--- src/rtl/intmeas_pkg.sv ---
package intmeas_pkg;

    typedef enum logic [3:0] {
        ST_NC_A   = 4'd1,
        ST_PREP_A = 4'd2,
        ST_INT_A  = 4'd3,
        ST_IB_MA  = 4'd4,
        ST_IA_MB  = 4'd5,
        ST_INT_B  = 4'd6,
        ST_PREP_B = 4'd7,
        ST_NC_B   = 4'd8
    } seq_state_e;

    typedef struct packed {
        seq_state_e st;
        logic       pend;
        logic       meas_a;
        logic       meas_b;
        logic       prep;
    } seq_reg_t;

endpackage

--- src/rtl/intmeas_sync.sv ---
module intmeas_sync #(
    parameter int STAGES = 2
) (
    input  logic clk_i,
    input  logic d_i,
    output logic q_o
);
    logic [STAGES-1:0] ff_q;

    for (genvar i = 0; i < STAGES; i++) begin : g_stage
        if (i == 0) begin : g_first
            always_ff @(posedge clk_i) ff_q[0] <= d_i;
        end else begin : g_next
            always_ff @(posedge clk_i) ff_q[i] <= ff_q[i-1];
        end
    end

    assign q_o = ff_q[STAGES-1];
endmodule

--- src/rtl/intmeas_timer.sv ---
module intmeas_timer #(
    parameter int LOAD  = 8,
    parameter int WIDTH = $clog2(LOAD + 1)
) (
    input  logic clk_i,
    input  logic rst_i,
    input  logic start_i,
    output logic busy_o
);
    localparam logic [WIDTH-1:0] LOAD_V = WIDTH'(LOAD);

    logic [WIDTH-1:0] cnt_d, cnt_q;

    always_comb begin
        if (start_i)
            cnt_d = LOAD_V;
        else if (cnt_q != '0)
            cnt_d = cnt_q - WIDTH'(1);
        else
            cnt_d = cnt_q;
    end

    always_ff @(posedge clk_i) begin
        if (rst_i) cnt_q <= '0;
        else       cnt_q <= cnt_d;
    end

    assign busy_o = (cnt_q != '0);

    // a start loads the full count
    a_r8_load: assert property (@(posedge clk_i) disable iff (rst_i)
        start_i |=> cnt_q == LOAD_V);

    // without a start the count falls by one each clock
    a_r8_countdown: assert property (@(posedge clk_i) disable iff (rst_i)
        busy_o && !start_i |=> cnt_q == $past(cnt_q) - WIDTH'(1));
endmodule

--- src/rtl/intmeas_decode.sv ---
module intmeas_decode
    import intmeas_pkg::*;
(
    input  logic       clk_i,
    input  logic       rst_i,
    input  seq_state_e st_i,
    output logic       int_a_o,
    output logic       int_b_o,
    output logic       gnd_o,
    output logic       cont_o
);
    always_comb begin
        int_a_o = 1'b0;
        int_b_o = 1'b0;
        cont_o  = 1'b1;
        unique case (st_i)
            ST_INT_A, ST_IA_MB: int_a_o = 1'b1;
            ST_INT_B, ST_IB_MA: int_b_o = 1'b1;
            default:            cont_o  = 1'b0;
        endcase
        gnd_o = !cont_o;
    end

    // never both sides integrating
    a_r2_one_side: assert property (@(posedge clk_i) disable iff (rst_i)
        $onehot0({int_a_o, int_b_o}));

    // a grounded input never has an integrator enabled
    a_r7_gnd_idle: assert property (@(posedge clk_i) disable iff (rst_i)
        gnd_o |-> !(int_a_o || int_b_o));
endmodule

--- src/rtl/intmeas_seq.sv ---
module intmeas_seq
    import intmeas_pkg::*;
#(
    parameter int MRAZ_CYCLES = 64,
    parameter int PREP_CYCLES = 8,
    parameter int SYNC_STAGES = 2
) (
    input  logic       clk_i,
    input  logic       rst_i,
    input  logic       conv_i,
    output logic       int_a_o,
    output logic       int_b_o,
    output logic       meas_a_o,
    output logic       meas_b_o,
    output logic       prep_o,
    output logic       gnd_o,
    output logic       cont_o,
    output logic       mbsy_o,
    output logic [3:0] state_o
);
    localparam int MRAZ_W = $clog2(MRAZ_CYCLES + 1);
    localparam int PREP_W = $clog2(PREP_CYCLES + 1);

    logic     conv_s;
    logic     mbsy, prep_busy;
    logic     mraz_go, prep_go;
    seq_reg_t cur_d, cur_q;

    intmeas_sync #(.STAGES(SYNC_STAGES)) u_sync (
        .clk_i (clk_i),
        .d_i   (conv_i),
        .q_o   (conv_s)
    );

    intmeas_timer #(.LOAD(MRAZ_CYCLES), .WIDTH(MRAZ_W)) u_mraz (
        .clk_i   (clk_i),
        .rst_i   (rst_i),
        .start_i (mraz_go),
        .busy_o  (mbsy)
    );

    intmeas_timer #(.LOAD(PREP_CYCLES), .WIDTH(PREP_W)) u_prep (
        .clk_i   (clk_i),
        .rst_i   (rst_i),
        .start_i (prep_go),
        .busy_o  (prep_busy)
    );

    always_comb begin
        cur_d        = cur_q;
        cur_d.meas_a = 1'b0;
        cur_d.meas_b = 1'b0;
        cur_d.prep   = 1'b0;
        mraz_go      = 1'b0;
        prep_go      = 1'b0;
        unique case (cur_q.st)
            ST_INT_A: if (!conv_s) begin
                cur_d.st = ST_IB_MA; cur_d.meas_a = 1'b1; mraz_go = 1'b1;
            end
            ST_IB_MA: if (conv_s) begin
                if (mbsy) begin
                    cur_d.st = ST_NC_A; cur_d.pend = 1'b1;
                end else begin
                    cur_d.st = ST_IA_MB; cur_d.meas_b = 1'b1; mraz_go = 1'b1;
                end
            end
            ST_IA_MB: if (!conv_s) begin
                if (mbsy) begin
                    cur_d.st = ST_NC_B; cur_d.pend = 1'b1;
                end else begin
                    cur_d.st = ST_IB_MA; cur_d.meas_a = 1'b1; mraz_go = 1'b1;
                end
            end
            ST_INT_B: if (conv_s) begin
                cur_d.st = ST_IA_MB; cur_d.meas_b = 1'b1; mraz_go = 1'b1;
            end
            ST_NC_A: if (!mbsy) begin
                if (cur_q.pend) begin
                    cur_d.pend = 1'b0; cur_d.meas_b = 1'b1; mraz_go = 1'b1;
                end else begin
                    cur_d.st = ST_PREP_A; cur_d.prep = 1'b1; prep_go = 1'b1;
                end
            end
            ST_NC_B: if (!mbsy) begin
                if (cur_q.pend) begin
                    cur_d.pend = 1'b0; cur_d.meas_a = 1'b1; mraz_go = 1'b1;
                end else begin
                    cur_d.st = ST_PREP_B; cur_d.prep = 1'b1; prep_go = 1'b1;
                end
            end
            ST_PREP_A: if (!prep_busy && conv_s)  cur_d.st = ST_INT_A;
            ST_PREP_B: if (!prep_busy && !conv_s) cur_d.st = ST_INT_B;
            default:   cur_d.st = conv_s ? ST_NC_A : ST_NC_B;
        endcase
        if (rst_i) begin
            cur_d = '{st: (conv_s ? ST_NC_A : ST_NC_B), pend: 1'b0,
                      meas_a: 1'b0, meas_b: 1'b0, prep: 1'b0};
            mraz_go = 1'b0;
            prep_go = 1'b0;
        end
    end

    always_ff @(posedge clk_i) begin
        cur_q <= cur_d;
    end

    intmeas_decode u_dec (
        .clk_i   (clk_i),
        .rst_i   (rst_i),
        .st_i    (cur_q.st),
        .int_a_o (int_a_o),
        .int_b_o (int_b_o),
        .gnd_o   (gnd_o),
        .cont_o  (cont_o)
    );

    assign meas_a_o = cur_q.meas_a;
    assign meas_b_o = cur_q.meas_b;
    assign prep_o   = cur_q.prep;
    assign mbsy_o   = mbsy;
    assign state_o  = cur_q.st;

    // a steady high level keeps side A integrating in state 3
    a_r3_hold_a: assert property (@(posedge clk_i) disable iff (rst_i)
        cur_q.st == ST_INT_A && conv_s |=> cur_q.st == ST_INT_A);

    // a flip during a running m/r/az drops into non-continuous mode
    a_r4_drop_a: assert property (@(posedge clk_i) disable iff (rst_i)
        cur_q.st == ST_IB_MA && conv_s && mbsy |=> cur_q.st == ST_NC_A);
    a_r4_drop_b: assert property (@(posedge clk_i) disable iff (rst_i)
        cur_q.st == ST_IA_MB && !conv_s && mbsy |=> cur_q.st == ST_NC_B);

    // prep entered only after the busy timer went idle
    a_r6_prep_entry: assert property (@(posedge clk_i) disable iff (rst_i)
        cur_q.st == ST_PREP_A && $past(cur_q.st) == ST_NC_A |-> !$past(mbsy));

    // a measurement start coincides with the busy flag
    a_r8_meas_busy: assert property (@(posedge clk_i) disable iff (rst_i)
        (meas_a_o || meas_b_o) |-> mbsy_o);

    // prep strobe lasts one cycle
    a_r9_prep_pulse: assert property (@(posedge clk_i) disable iff (rst_i)
        prep_o |=> !prep_o);
endmodule

--- config.mk ---
export PLATFORM = sky130hd
export DESIGN_NAME = intmeas_seq
export DESIGN_NICKNAME = d
export VERILOG_FILES = /design/src/rtl/intmeas_pkg.sv /design/src/rtl/intmeas_sync.sv /design/src/rtl/intmeas_timer.sv /design/src/rtl/intmeas_decode.sv /design/src/rtl/intmeas_seq.sv
export SDC_FILE = /design/constraint.sdc
export NUM_CORES = 1
export LEC_CHECK = 0
export ABC_AREA = 1
export ABC_CLOCK_PERIOD_IN_PS = 2200
export BUFFER_PORTS_ARGS = -buffer_cell sky130_fd_sc_hd__buf_4
export CAP_MARGIN = 40
export CORE_UTILIZATION = 57
export DETAILED_ROUTE_END_ITERATION = 10
export PLACE_DENSITY_LB_ADDON = 0.12
export SETUP_SLACK_MARGIN = 0.3
export SLEW_MARGIN = 25
export SYNTH_ARGS = -nofsm -noshare
export SYNTH_HDL_FRONTEND = slang
export SYNTH_SLANG_ARGS = --single-unit
--- constraint.sdc ---
create_clock -name clk_i -period 2.2 [get_ports clk_i]
set_input_delay 0.22 -clock clk_i [delete_from_list [all_inputs] [get_ports clk_i]]
set_output_delay 0.22 -clock clk_i [all_outputs]
set_load 0.03 [all_outputs]
== After elaboration in Yosys (flattened, before gate mapping) ==
Cells that the tools add are included.

* Bits in registers: 21
* Input port bits: 3
* Output and inout port bits: 12
* Logic and storage cells: 95

* Add/sub/neg operators: 2
* Eq/ne operators: 22
* Mux-type cells: 42
* Reduce and logical (&&, ||, !) cells: 18

{| class="wikitable"
|+ Operators by type and width
! kind !! count
|-
| $mux 4 || 10
|-
| $pmux 4 s8 || 1
|-
| $ne 3x3->1 const B || 10
|-
| $mux 1 || 17
|-
| $eq 4x3->1 const B || 4
|-
| $mux 7 || 2
|-
| $mux 6 || 2
|-
| $mux 5 || 2
|-
| $reduce_and 10->1 || 1
|-
| $reduce_or 2->1 || 5
|-
| $eq 4x2->1 const B || 2
|-
| $mux 8 || 1
|-
| $ne 2x2->1 const B || 4
|-
| $reduce_bool 4->1 || 2
|-
| $reduce_bool 7->1 || 1
|-
| $sub 7x1->7 const B || 1
|-
| $pmux 1 s3 || 2
|-
| $pmux 1 s5 || 1
|-
| $reduce_and 5->1 || 1
|-
| $eq 4x1->1 const B || 1
|-
| $eq 4x4->1 const B || 1
|-
| $pmux 1 s4 || 1
|-
| $reduce_bool 2->1 || 2
|-
| $reduce_or 4->1 || 1
|-
| other kinds (6) || 9
|}

== Depth between registers and ports, before layout ==
Gate-level depths: netlist of the first run.

* Depth after elaboration: 6
* Gate-level depth with buffers: 11
* Mapped depth without buffers: 10

== By module ==
A second synthesis of the first run with hierarchy kept.

* Cell total of the unflattened synthesis: 191
* Area, all modules: 1326.3 µm²

{| class="wikitable"
|+ By module, submodules not included
! module !! times used !! cells an instance !! area each (µm²) !! seq. area each (µm²)
|-
| intmeas_seq || 1 || 91 || 608.1 || 200.2
|-
| intmeas_timer (u_mraz) || 1 || 52 || 392.9 || 140.1
|-
| intmeas_timer (u_prep) || 1 || 33 || 226.5 || 80.1
|-
| intmeas_decode || 1 || 13 || 58.8 || 0.0
|-
| intmeas_sync || 1 || 2 || 40.0 || 40.0
|}

== Worst setup path before layout of the first run ==
No wires, ideal clock.

* Path kind: register to output
* From: register cur_q (netlist bit state_o[1])
* To: output cont_o
* Data arrival time: 1.703 ns
* Required time: 1.980 ns
* Slack: 0.277 ns
* Stages on the path, launching flop included: 7
* Path buffers: 0
* Path through: edfxtp_1 nand2_1 inv_1 nand2_1 nand2_1 nor2_1 inv_1

* Word-level cells in the longest chain between the ends: 3
* Elaborated cells between the ends (all ways): 6
* Classes of those cells: eq/ne (4); mux (1); reduce/logical (1)

{| class="wikitable"
|+ Ends and longest elaborated chain
! what !! RTL line !! RTL
|-
| from (decl) || intmeas_seq.sv:27 || <nowiki>seq_reg_t cur_d, cur_q;</nowiki>
|-
| from (signal assigned) || intmeas_seq.sv:104 || <nowiki>cur_q <= cur_d;</nowiki>
|-
| $eq 4x2->1 or $eq 4x3->1 (tied branches) || intmeas_decode.sv:16 || <nowiki>unique case (st_i)</nowiki>
|-
| $reduce_or 4->1 (no source line) * || -- ||
|-
| $mux 1 * || intmeas_decode.sv:16 ||
|-
| to (decl) || intmeas_seq.sv:17 || <nowiki>output logic cont_o,</nowiki>
|}

Every way passes the cells marked *; elsewhere a longest branch is shown, timed or not.

== Final worst setup path of the first run ==
* From: register cur_q (netlist bit state_o[3])
* To: output cont_o

Same word-level chain as after synthesis.

==> flow_metrics.py, run 1 <==
metrics = {
    "clocking": {
        "insertion_delay_ns": 0.31,
        "cts.clk_slew.worst_paths_ns": 0.13,
        "htreeDepth": 1,
        "cts_sinks": 21,
        "cts_tree": "yes",
        "numCtsBuffers": 3,
        "clockBufferDepth": 2,
        "cts_root_buf": "clkbuf_4",
    },
    "critical_path": {
        "timing.rr.start": "u_mraz.cnt_q[0]",
        "critPathMaxFanout": 5,
        "arrival_ns": 1.58,
        "path_class": "register to output pin",
        "worst_ep_required_time_ns": 1.98,
        "critPathCaptureType": "output pin",
        "start_kind": "register",
        "reg2reg_depth": 8,
        "worstSetupStartpoint": "state_o[3]",
    },
    "yosys": {
        "synth_edf_count": 4,
        "async_flop_share": 0,
        "synth-seq-cells": 21,
        "syn_area_um2": 1340,
        "yosysSeqAreaShare": 0.344,
        "synth_fp_nets": 192,
        "synthFlopType": "dfxtp_1",
        "netlist.area_leader.share": 0.254,
        "synth_area_leaders": "dfxtp_1 25%, nand2_1 10%, edfxtp_1 9.0%",
        "synth.most_common_cell": "nand2_1",
        "ys_warn_count": 0,
        "netlist_instances": 185,
        "avgSynthCellArea_um2": 7.24,
        "synth_area_leader_cell": "dfxtp_1",
        "synth_cell_type_count": 28,
        "synth_common_cells": "37 x nand2_1, 28 x nor2_1, 22 x inv_1, 17 x dfxtp_1, 11 x nor2_2",
    },
    "timing": {
        "hold_viol": 0,
        "worst_pin_slew_ns": 0.269,
        "max_freq_mhz": 555,
        "fin_setup_tns_ns": 0,
        "period_needed_ns": 1.80,
        "rsz0062_at_grt": "no",
        "relSlewSlack": 0.821,
        "layout_worst_path_cycle_share": 0.818,
        "setup_viol": 0,
        "drv_slew": 0,
        "fin_skew_ns": 0.00380,
    },
    "die": {
        "ios": 15,
        "coreArea_um2": 2210,
        "fp.dieW_um": 50.5,
        "start_util": 0.605,
        "dieArea_um2": 2550,
        "rows": 17,
        "die_height_um": 50.5,
    },
    "layout": {
        "final_nets": 210,
        "syn2layout_area_growth_pct": 13.0,
        "ff_latch_area_um2": 460,
        "multiInputGateArea_um2": 746,
        "n_fill_cell": 212,
        "layout-drive-gt1-share": 0.262,
        "num_antenna_cells": 0,
        "fin_cells": 230,
    },
    "global_route": {
        "grt_pass1_vias": 1078,
        "antenna_found_initial": 0,
        "gr-total-overflow": 0,
        "grt_pass1_wl_mm": 4.40,
        "grt_use_total": 0.227,
        "grt_max_degree": 14,
    },
    "drt": {
        "first_pass_iters": 4,
        "drtAntennaViolNets": 0,
        "wire_per_inst_um": 12.0,
        "drt_iter0_drc": 37,
        "via_per_inst": 5.37,
        "num_vias": 1235,
        "postRouteWirelength_mm": 2.76,
        "drc_errors": 0,
    },
    "place": {
        "numPlacedInstances": 221,
        "place_congestion": 0.933,
        "place_hpwl_mm": 2.11,
        "port_buffers": 14,
    },
    "worst_hold_path": {
        "hp-class": "input pin to register",
        "hold_depth": 2,
        "min-delay-start": "rst_i",
    },
    "power_and_ir_drop": {
        "irDropWorstVdd_uv": 917,
        "p_per_area_nw_per_um2": 1660,
        "p_leak_nw": 0.735,
    },
    "job": {
        "max-cap-violations": 0,
    },
    "status": {
        "status": "completed",
    },
}
==> layout by cell type (no fill, tap or decap), types with 3 or more instances in the layout <==
cell type,n
a21oi_1,5
buf_4,18
clkbuf_4,3
dfxtp_1,17
edfxtp_1,4
ha_1,4
inv_1,22
inv_2,4
nand2_1,37
nand2_2,3
nand3_1,10
nand3_2,4
nand4_1,3
nor2_1,27
nor2_2,12
nor2_4,5
o21ai_0,8
xnor2_1,3
==> worst max-delay path: stages, from the launching register on <==
cell,delay [ns]
edfxtp_1,0.53
nor2_2,0.26
nand2_1,0.12
nand2_1,0.11
nor2_2,0.05
inv_1,0.05
buf_4,0.15
==> where the power goes <==
group | internal (mW) | switching, mW | leakage (nW) | total [mW]
registers | 0.538 | 0.140 | 0.183 | 0.679
logic | 0.602 | 1.02 | 0.533 | 1.62
clock network | 0.0707 | 0.132 | 0.0183 | 0.202
total | 1.21 | 1.29 | 0.735 | 2.50
==> sequential cells by signal, indices dropped and copies added (netlist names) <==
name          cells
meas_b_o          1
u_sync.ff_q       1
meas_a_o          1
u_mraz.cnt_q      7
u_prep.cnt_q      4
state_o           4
cur_q             1
prep_o            1
u_sync.q_o        1
==> cell type report <==
type                            count  share of cell area
Sequential cell                    21               0.304
Multi-Input combinational cell    132               0.493
Clock buffer                        3              0.0149
Clock inverter                      1             0.00414
Tap cell                           28              0.0232
Timing Repair Buffer               19              0.0959
Inverter                           26              0.0645
==> metrics by stage <==
step,hold WS [ns],power (mW),area (um^2),util,setup WS [ns]
after global placement,0.314,2.15,1440,0.649,0.448
final,0.121,2.50,1510,0.684,0.399
after detailed placement,0.318,2.20,1440,0.649,0.296
after floorplan,0.248,1.92,1340,-,0.468
after global routing,0.121,2.71,1510,0.684,0.323
after CTS,0.118,2.42,1480,0.670,0.315
==> timing repair <==
item | 4_1_cts | 5_1_grt
endpoints found under the hold margin | 1 | 0
hold buffers | 1 | 0
endpoints found under the setup margin | 4 | 6
resized for setup | 1 | 1
buffers inserted | 0 | 4
pin swaps | 0 | 1
==> worst paths after layout <==
| path | end | slack (ns) |
|---|---|---|
| worst min-delay path | u_prep.cnt_q[3] | 0.12 |
| worst min register to register | u_sync.q_o | 0.35 |
| worst max register to register | state_o[0] | 0.46 |
| worst max-delay path | cont_o | 0.40 |
==> per-layer routing <==
metal,global-route usage,up-vias,share of wire
met5,0,-,0
li1,-,615,-
met4,0.0417,0,0.0043
met3,0.0636,2,0.066
met1,0.275,575,0.44
met2,0.400,43,0.49
==> cells by family after synthesis <==
group / Yosys count / synth area share
DFF: 21 / 0.344
xor gates and xnor gates: 4 / 0.0262
AOI/OAI and AO/OA: 18 / 0.0729
adders and majority gates: 4 / 0.0374
muxes: 1 / 0.00748
and+or+nand+nor: 105 / 0.406
buffers and inverters: 32 / 0.107
Power figures use the tool's default switching activity.
==> run 2: changes to the inputs <==
--- a/config.mk
+++ b/config.mk
@@ -5,8 +5,8 @@
 export SDC_FILE = /design/constraint.sdc
 export NUM_CORES = 1
 export LEC_CHECK = 0
-export ABC_AREA = 1
-export ABC_CLOCK_PERIOD_IN_PS = 2200
+export ABC_AREA = 0
+export ABC_CLOCK_PERIOD_IN_PS = 1700
 export BUFFER_PORTS_ARGS = -buffer_cell sky130_fd_sc_hd__buf_4
 export CAP_MARGIN = 40
 export CORE_UTILIZATION = 57
==> constraint.sdc (replaced) <==
create_clock -name clk_i -period 1.7 [get_ports clk_i]
set_input_delay 0.17 -clock clk_i [delete_from_list [all_inputs] [get_ports clk_i]]
set_output_delay 0.17 -clock clk_i [all_outputs]
set_load 0.03 [all_outputs]
==> run 2 against run 1 <==
The run now fails in global routing (5_1_grt). Synthesized cell count fell by 22%. Synthesized area fell by 5.0%.
==> flow_metrics.py, run 2 <==
metrics = {
    "yosys": {
        "yosysSeqAreaShare": 0.362,
        "synth-seq-cells": 21,
        "synthMuxAreaShare": 0.00885,
        "synth-xor-area-share": 0.0551,
        "yosys.area_share.simple": 0.277,
        "netlist_instances": 144,
        "synthFlopType": "dfxtp_1",
        "syn_area_um2": 1270,
        "synth_area_leader_cell": "dfxtp_1",
        "synth_cell_type_count": 45,
        "synth_area_leaders": "dfxtp_1 27%, edfxtp_1 9.4%, a21oi_1 5.1%",
        "synth.most_common_cell": "dfxtp_1",
        "ys_warn_count": 0,
        "synth_top_family_by_area": "simple AND/OR/NAND/NOR gates",
        "netlist.area_leader.share": 0.267,
        "synth_compound_area_frac": 0.177,
        "synthAdderAreaFrac": 0.0393,
        "synth_edf_count": 4,
        "synth_fp_nets": 151,
        "synth_common_cells": "17 x dfxtp_1, 13 x a21oi_1, 10 x nor2_1, 8 x nand2_1",
        "avgSynthCellArea_um2": 8.84,
        "async_flop_share": 0,
    },
    "timing": {
        "endpoint_type": "register input",
        "worst_endpoint": "u_mraz.cnt_q[6]$_SDFFE_PP0P_/D",
    },
    "status": {
        "status": "stopped before the end",
        "error": "[ERROR DPL-0038] Utilization greater than 100%, impossible to legalize",
        "haltStage": "global routing (5_1_grt)",
    },
    "die": {
        "rows": 16,
        "ios": 15,
        "start_util": 0.629,
        "die_height_um": 49.3,
        "fp.dieW_um": 49.3,
    },
    "place": {
        "place_congestion": 0.874,
        "port_buffers": 14,
        "numPlacedInstances": 191,
        "place_hpwl_mm": 2.18,
    },
    "clocking": {
        "cts_root_buf": "clkbuf_4",
        "clockBufferDepth": 2,
        "numCtsBuffers": 3,
        "htreeDepth": 1,
        "cts_sinks": 21,
    },
    "global_route": {
        "grt_max_degree": 16,
    },
}
## run 2: kinds of logic after synthesis
logic type	count (synthesis)
and+or+nand+nor	59
AOI/OAI and AO/OA	31
DFF	21
buffers and inverters	20
xor gates and xnor gates	8
adders and majority gates	4
muxes	1
## run 2: per-stage QoR
stage	setup slack (ns)	TNS (ns)	utilization	instance area (um^2)	hold slack [ns]
CTS	-0.0772	-0.568	0.913	1850	0.108
detailed placement	-0.0575	-0.330	0.771	1560	0.278
global placement	-0.0125	-0.0125	0.771	1560	0.275
floorplan	0.0444	0	-	1380	0.198
## run 2: repair_timing
action | in CTS
pin swaps | 11
endpoints found under the hold margin | 1
hold buffers | 1
endpoints found under the setup margin | 30
resized for setup | 25
buffers inserted | 18
==> run 3: changes to the inputs <==
--- a/config.mk
+++ b/config.mk
@@ -9,10 +9,10 @@
 export ABC_CLOCK_PERIOD_IN_PS = 1700
 export BUFFER_PORTS_ARGS = -buffer_cell sky130_fd_sc_hd__buf_4
 export CAP_MARGIN = 40
-export CORE_UTILIZATION = 57
+export CORE_AREA = 2 2 63 65
 export DETAILED_ROUTE_END_ITERATION = 10
-export PLACE_DENSITY_LB_ADDON = 0.12
-export SETUP_SLACK_MARGIN = 0.3
+export DIE_AREA = 0 0 65 67
+export PLACE_DENSITY_LB_ADDON = 0.15
 export SLEW_MARGIN = 25
 export SYNTH_ARGS = -nofsm -noshare
 export SYNTH_HDL_FRONTEND = slang
==> run 3 against run 2 <==
The flow now finishes, with violations (negative setup slack). Synthesized area is the same. Synthesized cell count is the same.
==> flow_metrics.py, run 3 <==
metrics = {
    "critical_path": {
        "reg2reg_depth": 5,
        "timing.rr.start": "state_o[2]",
        "start_kind": "register",
        "worst_ep_required_time_ns": 1.53,
        "critPathCaptureType": "output pin",
        "critPathMaxFanout": 6,
        "rrSetupSlack_ns": -0.03,
        "arrival_ns": 1.61,
        "path_class": "register to output pin",
        "r2r_end": "state_o[0]",
    },
    "yosys": {
        "netlist_instances": 144,
        "synth_area_leader_cell": "dfxtp_1",
        "synth_fp_nets": 151,
        "ys_warn_count": 0,
        "synthFlopType": "dfxtp_1",
        "avgSynthCellArea_um2": 8.84,
        "netlist.area_leader.share": 0.267,
        "async_flop_share": 0,
        "syn_area_um2": 1270,
        "synth.most_common_cell": "dfxtp_1",
        "yosysSeqAreaShare": 0.362,
        "synth_common_cells": "17 x dfxtp_1, 13 x a21oi_1, 10 x nor2_1, 8 x nand2_1",
        "synth_edf_count": 4,
        "synth-seq-cells": 21,
        "synth_area_leaders": "dfxtp_1 27%, edfxtp_1 9.4%, a21oi_1 5.1%",
        "synth_cell_type_count": 45,
    },
    "timing": {
        "relSlewSlack": 0.714,
        "max_freq_mhz": 563,
        "period_needed_ns": 1.78,
        "fin_ws_ns": -0.0753,
        "rsz0062_at_grt": "yes",
        "worst_hold_slack_ns": 0.212,
        "worst_pin_slew_ns": 0.428,
        "layout_worst_path_cycle_share": 1.04,
        "setup_viol": 17,
        "fin_skew_ns": 0.00205,
        "drv_slew": 0,
        "hold_viol": 0,
    },
    "layout": {
        "largest_reg_flops": 7,
        "final_cell_mix": "54 x buf_4, 14 x dfxtp_1, 11 x a21oi_1, 11 x buf_6, 8 x nor2_1",
        "syn2layout_area_growth_pct": 63.3,
        "num_antenna_cells": 0,
        "final_nets": 210,
        "final_util": 0.576,
        "top_register": "u_mraz.cnt_q",
        "layout_commonest_cell": "buf_4",
        "layout-drive-gt1-share": 0.569,
    },
    "power_and_ir_drop": {
        "p_per_area_nw_per_um2": 2100,
        "pwr-share-clk": 0.078,
        "p_leak_nw": 0.895,
        "irDropWorstVdd_uv": 1080,
        "total_power_mw": 4.36,
        "p_int_mw": 2.52,
        "p_comb_frac": 0.726,
        "p_sw_mw": 1.84,
        "sw_frac_of_total": 0.422,
        "seqPwrFrac": 0.195,
    },
    "drt": {
        "first_pass_iters": 4,
        "postRouteWirelength_mm": 3.77,
        "drt_iter0_drc": 71,
        "wire_per_inst_um": 15.1,
        "via_per_inst": 5.10,
        "drc_errors": 0,
        "num_vias": 1275,
        "drtAntennaViolNets": 0,
    },
    "die": {
        "die_height_um": 67,
        "rows": 22,
        "coreArea_um2": 3610,
        "fp.dieW_um": 65,
        "dieArea_um2": 4360,
        "start_util": 0.353,
        "ios": 15,
    },
    "place": {
        "place_congestion": 0.844,
        "place_hpwl_mm": 2.38,
        "place_ws_ns": -0.125,
        "port_buffers": 14,
    },
    "worst_hold_path": {
        "hold_depth": 2,
        "holdPathEnd": "u_prep.cnt_q[3]",
        "min-delay-start": "rst_i",
        "hp-class": "input pin to register",
    },
    "status": {
        "status": "finished with violations",
        "violations": "negative setup slack",
    },
    "global_route": {
        "gr-total-overflow": 0,
        "antenna_found_initial": 0,
        "grt_use_total": 0.187,
        "grt_max_degree": 16,
        "grt_pass1_vias": 1317,
        "grt_pass1_wl_mm": 6.23,
    },
    "clocking": {
        "cts_root_buf": "clkbuf_8",
        "numCtsBuffers": 3,
        "cts_sinks": 21,
        "cts_tree": "yes",
        "cts.clk_slew.worst_paths_ns": 0.08,
        "clockBufferDepth": 2,
        "htreeDepth": 1,
        "insertion_delay_ns": 0.27,
    },
    "job": {
        "max-cap-violations": 0,
    },
}
-- run 3: cell counts after synthesis --
Identical to the previous run, type by type.
-- run 3: how the worst max path moves through the flow --
stage	start	end	slack [ns]	cells after the start
6_report	state_o[0]	gnd_o	-0.08	6
5_1_grt	state_o[0]	gnd_o	-0.13	6
4_1_cts	u_mraz.cnt_q[0]	u_mraz.cnt_q[6]	-0.07	7
3_5_place_dp	u_prep.cnt_q[1]	state_o[3]	-0.12	6
3_3_place_gp	u_prep.cnt_q[1]	state_o[1]	-0.08	6
2_1_floorplan	u_mraz.cnt_q[0]	u_prep.cnt_q[3]	-0.0003	8
-- run 3: cell type report --
type | instances | area [um^2]
Clock buffer | 3 | 41.3
Inverter | 8 | 32.5
Sequential cell | 21 | 464
Timing Repair Buffer | 66 | 539
Multi-Input combinational cell | 103 | 936
Tap cell | 48 | 60.1
Fill cell | 307 | 1530
Clock inverter | 1 | 5.00
-- run 3: stage by stage --
step                area, um^2  std cells  setup TNS [ns]
finish                    2080        250          -0.367
CTS                       1970        246          -0.565
detailed placement        1650        229           -1.16
floorplan                 1300        144       -0.000290
global route              2080        250           -1.40
global placement          1650        229          -0.520
-- run 3: timing repair --
action | 4_1_cts | 5_1_grt
hold endpoints to repair | 1 | 0
pin swaps | 16 | 6
cloned | 0 | 0
endpoints found under the setup margin | 18 | 25
setup buffers | 13 | 4
gates resized for setup | 37 | 16
hold buffers | 1 | 0
-- run 3: logic make-up after synthesis --
group	share of synthesized area
buffers and inverters	0.0806
AOI/OAI and AO/OA	0.177
DFF	0.362
and+or+nand+nor	0.277
xor gates and xnor gates	0.0551
muxes	0.00885
adders and majority gates	0.0393
-- run 3: power groups by stage --
stage | Clock (mW) | Sequential, mW | Combinational [mW]
6_report | 0.341 | 0.851 | 3.16
5_1_grt | 0.371 | 0.874 | 3.39
4_1_cts | 0.349 | 0.836 | 2.91
3_5_place_dp | 0 | 0.839 | 2.29
3_3_place_gp | 0 | 0.833 | 2.26
2_1_floorplan | 0 | 0.801 | 1.47
-- run 3: critical path, stage by stage (launching register included) --
cell and delay [ns]:
edfxtp_1 0.52, buf_4 0.20, nand2b_2 0.22, nor2_4 0.11, or2_4 0.14, inv_2 0.03
buf_6 0.12
-- run 3: routing by layer --
layer	global-route usage	routed length [um]	vias to the layer above
met5	0	0	-
met2	0.336	2000	35
met1	0.231	1570	608
li1	-	-	627
met3	0.0220	145	5
met4	0.0638	47	0
==> run 4: changes to the inputs <==
--- a/config.mk
+++ b/config.mk
@@ -9,9 +9,9 @@
 export ABC_CLOCK_PERIOD_IN_PS = 1700
 export BUFFER_PORTS_ARGS = -buffer_cell sky130_fd_sc_hd__buf_4
 export CAP_MARGIN = 40
-export CORE_AREA = 2 2 63 65
+export CORE_UTILIZATION = 35
+export CTS_CLUSTER_SIZE = 25
 export DETAILED_ROUTE_END_ITERATION = 10
-export DIE_AREA = 0 0 65 67
 export PLACE_DENSITY_LB_ADDON = 0.15
 export SLEW_MARGIN = 25
 export SYNTH_ARGS = -nofsm -noshare
==> run 4 against run 3 <==
The flow still finishes with violations (negative setup slack). Clock power is 27% lower. Sequential power shrank 3.2%. Final area shrank 4.0%. Core utilization grew 0.79 points. Non-clock buffer count is 2 lower.
==> flow_metrics.py, run 4 (synthesis results as in run 3) <==
metrics = {
    "drt": {
        "drtAntennaViolNets": 0,
        "drc_errors": 0,
        "wire_per_inst_um": 14.2,
        "via_per_inst": 5.26,
        "first_pass_iters": 5,
        "drt_iter0_drc": 52,
        "num_vias": 1293,
        "postRouteWirelength_mm": 3.50,
    },
    "place": {
        "port_buffers": 14,
        "place_ws_ns": -0.105,
        "numPlacedInstances": 227,
        "place_hpwl_mm": 2.26,
        "place_congestion": 0.869,
    },
    "timing": {
        "rsz0062_at_grt": "yes",
        "setup_viol": 10,
        "period_needed_ns": 1.79,
        "fin_setup_tns_ns": -0.418,
        "max_freq_mhz": 559,
        "worst_hold_slack_ns": 0.144,
        "relSlewSlack": 0.720,
        "fin_skew_ns": 0.00132,
        "layout_worst_path_cycle_share": 1.05,
        "worst_pin_slew_ns": 0.419,
        "drv_slew": 0,
        "hold_viol": 0,
        "fin_ws_ns": -0.0893,
    },
    "layout": {
        "n_fill_cell": 311,
        "final_nets": 208,
        "num_antenna_cells": 0,
        "largest_reg_flops": 7,
        "final_cell_mix": "51 x buf_4, 13 x dfxtp_1, 12 x buf_6, 10 x a21oi_1, 8 x nor2_1",
        "fin_cells": 246,
        "layout-drive-gt1-share": 0.530,
        "syn2layout_area_growth_pct": 56.8,
        "top_register": "u_mraz.cnt_q",
        "layout_commonest_cell": "buf_4",
    },
    "power_and_ir_drop": {
        "p_sw_mw": 1.75,
        "pwr-share-clk": 0.061,
        "sw_frac_of_total": 0.426,
        "p_leak_nw": 0.869,
        "irDropWorstVdd_uv": 1020,
        "p_per_area_nw_per_um2": 2060,
        "total_power_mw": 4.11,
        "p_comb_frac": 0.739,
        "seqPwrFrac": 0.200,
        "p_int_mw": 2.36,
    },
    "die": {
        "ios": 15,
        "start_util": 0.373,
        "coreArea_um2": 3420,
        "dieArea_um2": 3880,
        "die_height_um": 62.3,
        "rows": 21,
        "fp.dieW_um": 62.3,
    },
    "global_route": {
        "grt_use_total": 0.181,
        "grt_max_degree": 16,
        "grt_pass1_wl_mm": 5.68,
        "antenna_found_initial": 0,
        "gr-total-overflow": 0,
        "grt_pass1_vias": 1268,
    },
    "job": {
        "max-cap-violations": 0,
    },
    "clocking": {
        "numCtsBuffers": 3,
        "cts.clk_slew.worst_paths_ns": 0.12,
        "cts_sinks": 21,
        "cts_root_buf": "clkbuf_4",
        "htreeDepth": 1,
        "insertion_delay_ns": 0.30,
        "cts_tree": "yes",
        "clockBufferDepth": 2,
    },
    "critical_path": {
        "worst_ep_required_time_ns": 1.91,
        "arrival_ns": 2.00,
        "critPathCaptureType": "register",
        "start_kind": "register",
        "path_class": "register to register",
        "critPathMaxFanout": 8,
    },
    "status": {
        "violations": "negative setup slack",
        "status": "finished with violations",
    },
    "worst_hold_path": {
        "hp-class": "input pin to register",
    },
}
run 4: through the flow:
step,util,instance area [um^2]
after floorplan,-,1300
after detailed placement,0.484,1650
after CTS,0.562,1920
after global routing,0.584,2000
after global placement,0.484,1650
final,0.584,2000
run 4: worst paths after layout:
| path | startpoint | to | slack (ns) | depth (start not counted) |
|---|---|---|---|---|
| setup / recovery | u_mraz.cnt_q[0] | u_mraz.cnt_q[6] | -0.09 | 7 |
| hold / removal | rst_i | u_prep.cnt_q[3] | 0.14 | 2 |
| setup reg to reg | u_mraz.cnt_q[0] | u_mraz.cnt_q[6] | -0.09 | 7 |
| hold reg to reg | u_sync.ff_q[0] | u_sync.q_o | 0.34 | 0 |
run 4: layer usage:
layer | part of all wire | track usage | vias to the layer above
met2 | 0.52 | 0.326 | 24
met4 | 0.015 | 0.0669 | 0
li1 | - | - | 628
met5 | 0 | 0 | -
met3 | 0.029 | 0.0276 | 6
met1 | 0.43 | 0.215 | 635
run 4: layout make-up:
type | count | area (um^2) | area share
inverters | 8 | 32.5 | 0.0163
well taps | 46 | 57.6 | 0.0288
clock buffers | 4 | 26.3 | 0.0132
multi-input cells | 103 | 886 | 0.444
repair buffers | 64 | 528 | 0.265
flip-flops and latches | 21 | 465 | 0.233
run 4: power groups by stage:
stage | Clock (mW) | Combinational, mW | Sequential [mW]
after floorplan | 0 | 1.47 | 0.801
after global placement | 0 | 2.21 | 0.849
after detailed placement | 0 | 2.24 | 0.856
after CTS | 0.260 | 2.79 | 0.820
after global routing | 0.284 | 3.27 | 0.843
final | 0.250 | 3.04 | 0.824
run 4: worst max-delay path: stages, from the launching register on:
cell	delay, ns
dfxtp_2	0.35
inv_2	0.05
ha_4	0.15
nor4b_4	0.13
buf_4	0.15
and4b_1	0.19
a311o_4	0.37
o31a_1	0.30
run 4: what timing repair did:
| item | 4_1_cts | 5_1_grt |
|---|---|---|
| gates cloned | 0 | 0 |
| setup endpoints to repair | 24 | 21 |
| hold buffers | 1 | 0 |
| resized for setup | 36 | 11 |
| setup buffers | 11 | 4 |
| hold endpoints to repair | 1 | 0 |
| pin swaps | 13 | 11 |
